==> src/rtl/macro_dispatch_sub.sv <==
module macro_dispatch_sub #(
  parameter int PCW = 16,
  parameter int NREG = 32,
  localparam int RW = $clog2(NREG)
) (
  input  logic           clk,
  input  logic           rst_n,
  input  logic           in_valid,
  output logic           in_ready,
  input  logic [PCW-1:0] in_pc,
  input  logic [RW-1:0]  in_src1,
  input  logic           in_rd1,
  input  logic [RW-1:0]  in_src2,
  input  logic           in_rd2,
  input  logic [RW-1:0]  in_dst,
  input  logic           in_wr,
  input  logic           in_br,
  input  logic [PCW-1:0] in_tgt,
  output logic [PCW-1:0] lk_pc,
  input  logic           lk_hit,
  input  logic           lk_ready,
  input  logic [PCW-1:0] lk_pc1,
  input  logic [PCW-1:0] lk_pc2,
  input  logic [RW-1:0]  lk_mid1,
  input  logic [RW-1:0]  lk_mid2,
  input  logic [RW-1:0]  lk_dst,
  output logic           out_valid,
  input  logic           out_ready,
  output logic [1:0]     out_kind,
  output logic [PCW-1:0] out_pc,
  output logic [RW-1:0]  out_reg,
  output logic           kill
);
  localparam logic [1:0] K_PASS = 2'd0, K_MACRO = 2'd1, K_RECOV = 2'd2, K_REST = 2'd3;

  logic [NREG-1:0] dirty;
  logic [1:0]      cnt;
  logic [PCW-1:0]  m1, m2;
  logic [RW-1:0]   cdst;
  logic            rs_done, kill_q;

  logic [PCW-1:0] nxt;
  logic active, member, ins, need_r1, need_r2, need_rs, main_ph, acc, fire, brk, hits_cd;

  assign lk_pc   = in_pc;
  assign active  = cnt != 2'd0;
  assign nxt     = (cnt == 2'd2) ? m1 : m2;
  assign member  = active && in_pc == nxt;
  assign ins     = !active && lk_hit && lk_ready;
  assign need_r1 = !member && in_rd1 && dirty[in_src1];
  assign need_r2 = !member && in_rd2 && dirty[in_src2];
  assign hits_cd = (in_rd1 && in_src1 == cdst) || (in_rd2 && in_src2 == cdst);
  assign need_rs = !member && !ins && active && !rs_done && hits_cd;
  assign main_ph = !need_r1 && !need_r2 && !need_rs;

  assign out_kind  = (need_r1 || need_r2) ? K_RECOV : need_rs ? K_REST : ins ? K_MACRO : K_PASS;
  assign out_reg   = need_r1 ? in_src1 : need_r2 ? in_src2 : need_rs ? cdst : ins ? lk_dst : in_dst;
  assign out_pc    = in_pc;
  assign out_valid = in_valid && !(main_ph && member);
  assign in_ready  = main_ph && (member || out_ready);
  assign kill      = kill_q;

  assign acc  = in_valid && in_ready;
  assign fire = out_valid && out_ready;
  assign brk  = acc && !member && in_br && active && in_tgt != nxt;

  always_ff @(posedge clk) begin
    if (!rst_n) begin
      dirty   <= '0;
      cnt     <= 2'd0;
      m1      <= '0;
      m2      <= '0;
      cdst    <= '0;
      rs_done <= 1'b0;
      kill_q  <= 1'b0;
    end else begin
      kill_q <= brk;
      if (fire && out_kind == K_RECOV) dirty[out_reg] <= 1'b0;
      if (fire && out_kind == K_REST) rs_done <= 1'b1;
      if (acc) begin
        rs_done <= 1'b0;
        if (member) cnt <= cnt - 2'd1;
        else begin
          if (brk) cnt <= 2'd0;
          if (ins) begin
            cnt  <= 2'd2;
            m1   <= lk_pc1;
            m2   <= lk_pc2;
            cdst <= lk_dst;
            dirty[lk_mid1] <= 1'b1;
            dirty[lk_mid2] <= 1'b1;
          end else if (in_wr) dirty[in_dst] <= 1'b0;
        end
      end
    end
  end
endmodule

==> config.mk <==
export PLATFORM = sky130hd
export DESIGN_NAME = macro_dispatch_sub
export DESIGN_NICKNAME = d
export VERILOG_FILES = /design/src/rtl/macro_dispatch_sub.sv
export SDC_FILE = /design/constraint.sdc
export NUM_CORES = 1
export LEC_CHECK = 0
export CAP_MARGIN = 20
export CORE_ASPECT_RATIO = 1.5
export CORE_UTILIZATION = 40
export DETAILED_ROUTE_END_ITERATION = 8
export GPL_TIMING_DRIVEN = 0
export PLACE_DENSITY = 0.8
export SYNTH_ARGS = -nofsm -noshare
export SYNTH_HDL_FRONTEND = slang
export SYNTH_SLANG_ARGS = --single-unit
==> constraint.sdc <==
create_clock -name clk -period 7.5 [get_ports clk]
set_input_delay 1.125 -clock clk [delete_from_list [all_inputs] [get_ports clk]]
set_output_delay 1.125 -clock clk [all_outputs]
set_load 0.1 [all_outputs]
==> results.md <==
- Worst-Skew Late Latency: 340 ps
- Cells after Synth: 653
- Initial core utilization: 41.5%
- FF-to-FF path depth: 16
- R2r endpoint: dirty[10]$_SDFF_PN0_
- Boundary pin count: 146
- EDFF count, synth: 0
- Die width: 97.3 um
- DP HPWL: 14.9 mm
- Vias in the first global route: 5704
- Post-DRT Antenna Nets: 0
- Max IR drop VDD: 0.146 mV
- WL per Instance: 19.6 um
- Die area: 14100 um2
- Overall routing resource usage: 26.5%
- Worst slew margin: 31.5%
- Share of cells above drive strength 1: 15.6%
- R2r startpoint: cnt[0]$_SDFFE_PN0P_
- Critical path origin: in_src2[0]
- Initial DRT Pass Iterations: 6
- Resized cells post-CTS: 0
- Slew @ Worst Pin: 1020 ps
- Leading area contributor after synthesis: dfxtp_1
- Die Height: 145 um
- # setup viols final: 0
- Worst Setup EP: out_reg[4]
- CTS root buf: clkbuf_16
- Min-delay src: m1[15]$_SDFFE_PN0P_
- Final worst path period share: 87.8%
- CTS tree: yes
- Synth cell types: 72
- Max clock buf depth: 2
- Class of the worst hold path: register to register
- Avg Inst Size Synth: 8.35 um2
- Worst-path clk slew: 60 ps
- Register area share after synthesis: 26.8%
- Synth-to-layout area growth: 34.3%
- Crit Path Category: input pin to output port
- Synthesized cell area: 5450 um2
- Final setup TNS: 0 ps
- Initial antenna violation count: 0
- Largest net degree at the start of global routing: 13
- CTS Buf Count: 9
- Routed vias/inst: 5.96
- Synth warn: 0
- Prevailing post-synth register cell: dfxtp_1
- Commonest non-fill, non-tap cell in the layout: clkdlybuf4s50_1
- Core area: 13100 um2
- Final #Nets: 907
- First-pass GRT wire length: 29.5 mm
- Critical path arrival: 5460 ps
- Crit path time final: 6590 ps
- H-tree depth: 3
- Critical path fanouts, max: 10
- CTS Hold Buffers Added: 0
- Total power: 1.17 mW
- MaxCap Viol Count: 0
- Status: finished, final reports clean
- Post-CTS Setup Inserts: 0
- Yosys top cell area share: 26.8%
- Post-synth ARST share: 0%
- Reg-to-reg slack, setup: 3420 ps
- Placer Congestion: 0.942
- CTS sink count: 73
- RSZ-0062 raised after global routing: no
- Port Buffers: 137
- Total vias in the final route: 5752
- CP required: 6380 ps
- ANT cells: 0
- Critical path launch point type: input pin
- Routed WL: 18.9 mm
- Crit path capture type: output port
- P_leak: 2.52 nW
- Syn Nets: 759
- Largest cells by area after synthesis: dfxtp_1 (27%), nand2_1 (7.9%), mux4_2 (6.6%)
- Final Max Tran Viols: 0
- Site Rows: 51
- FF+latch count, synth: 73
- Final Hold Vio Count: 0
- Pwr per Cell Area: 160 nW/um2
- Gr ovfl total: 0
- Fmax: 0.152 GHz
- Final routed DRC violation total: 0
- DRT iter0 DRCs: 391
- Clock skew: 4.90 ps
- Most frequent cells in the layout: clkdlybuf4s50_1 (137), nand2_1 (115), dfxtp_1 (73)
[per-layer routing]
layer / part of all wire (%) / global-route usage [%] / up-vias
met4: 5.2 / 15.4 / 0
li1: - / - / 2674
met1: 35 / 26.6 / 2673
met3: 8.3 / 6.07 / 71
met2: 52 / 49.3 / 334
met5: 0 / 0 / -
[layout make-up]
cell class	count	area (um2)
flip-flops and latches	73	1460
clock buffers	12	246
well taps	159	199
multi-input cells	495	3490
inverters	11	41.3
clock inverters	4	51.3
repair buffers	137	1370
fillers	1221	5820
plain buffers	74	457
[worst max-delay path, cell delays in order]
cell and delay (ps):
clkdlybuf4s50_1 640, buf_2 360, mux4_2 540, mux2i_1 190, nand3b_1 90, and4_1 210
clkbuf_1 230, a221o_1 490, a21oi_2 240, buf_6 190, clkdlybuf4s50_1 1150
[synthesized netlist by cell type, types with 5 or more instances]
cell,count
a211oi_1,5
a21oi_1,46
a221oi_1,12
a221oi_2,9
buf_1,7
buf_2,7
buf_4,37
clkbuf_1,20
dfxtp_1,73
inv_1,7
mux2_2,5
mux2i_1,25
mux4_2,16
nand2_1,115
nand2b_1,6
nand3_1,14
nand3b_1,13
nor2_1,18
nor3_1,7
nor4_1,10
o211ai_1,5
o21ai_0,29
o22ai_1,31
xnor2_1,33
xor2_1,9
[flip-flops by register name (all words and copies together), names as in the netlist]
signal and count:
rs_done 1, cdst 5, dirty 32, cnt 2, kill 1, m2 16
m1 16
[worst min-delay path by stage]
stage / endpoint / depth (start not counted)
2_1_floorplan: m2[0]$_SDFFE_PN0P_ / 2
3_3_place_gp: m2[7]$_SDFFE_PN0P_ / 2
3_5_place_dp: m1[15]$_SDFFE_PN0P_ / 2
4_1_cts: m1[15]$_SDFFE_PN0P_ / 2
5_1_grt: m2[6]$_SDFFE_PN0P_ / 2
6_report: m1[15]$_SDFFE_PN0P_ / 2
[power by group]
| group | switching (mW) | total, mW | leakage, nW | internal [mW] |
|---|---|---|---|---|
| Sequential | 0.00389 | 0.397 | 0.589 | 0.393 |
| Combinational | 0.216 | 0.343 | 1.79 | 0.127 |
| Clock | 0.166 | 0.434 | 0.143 | 0.267 |
[stage by stage]
stage                     utilization (%)  cells  setup WS [ps]  instance area (um2)  hold slack, ps
after floorplan                         -    653           1510                 5450             436
after global placement               53.4    949           1030                 7020             442
after detailed placement             53.4    949           1050                 7020             447
after CTS                            55.7    965           1030                 7320             455
after global routing                 55.7    965            887                 7320             472
final                                55.7    965            915                 7320             455
[cells by family (layout without fill, tap and decap cells)]
kind of cell	Yosys count	in the layout	synth area share [%]
flops	73	73	26.8
compound gates	175	175	22.8
buf+inv	85	238	9.13
xor+xnor	42	42	6.74
fa+ha+maj	2	2	0.459
simple gates	226	226	20.9
mux	50	50	13.3
Note: power is estimated with default switching activity, not from simulation.
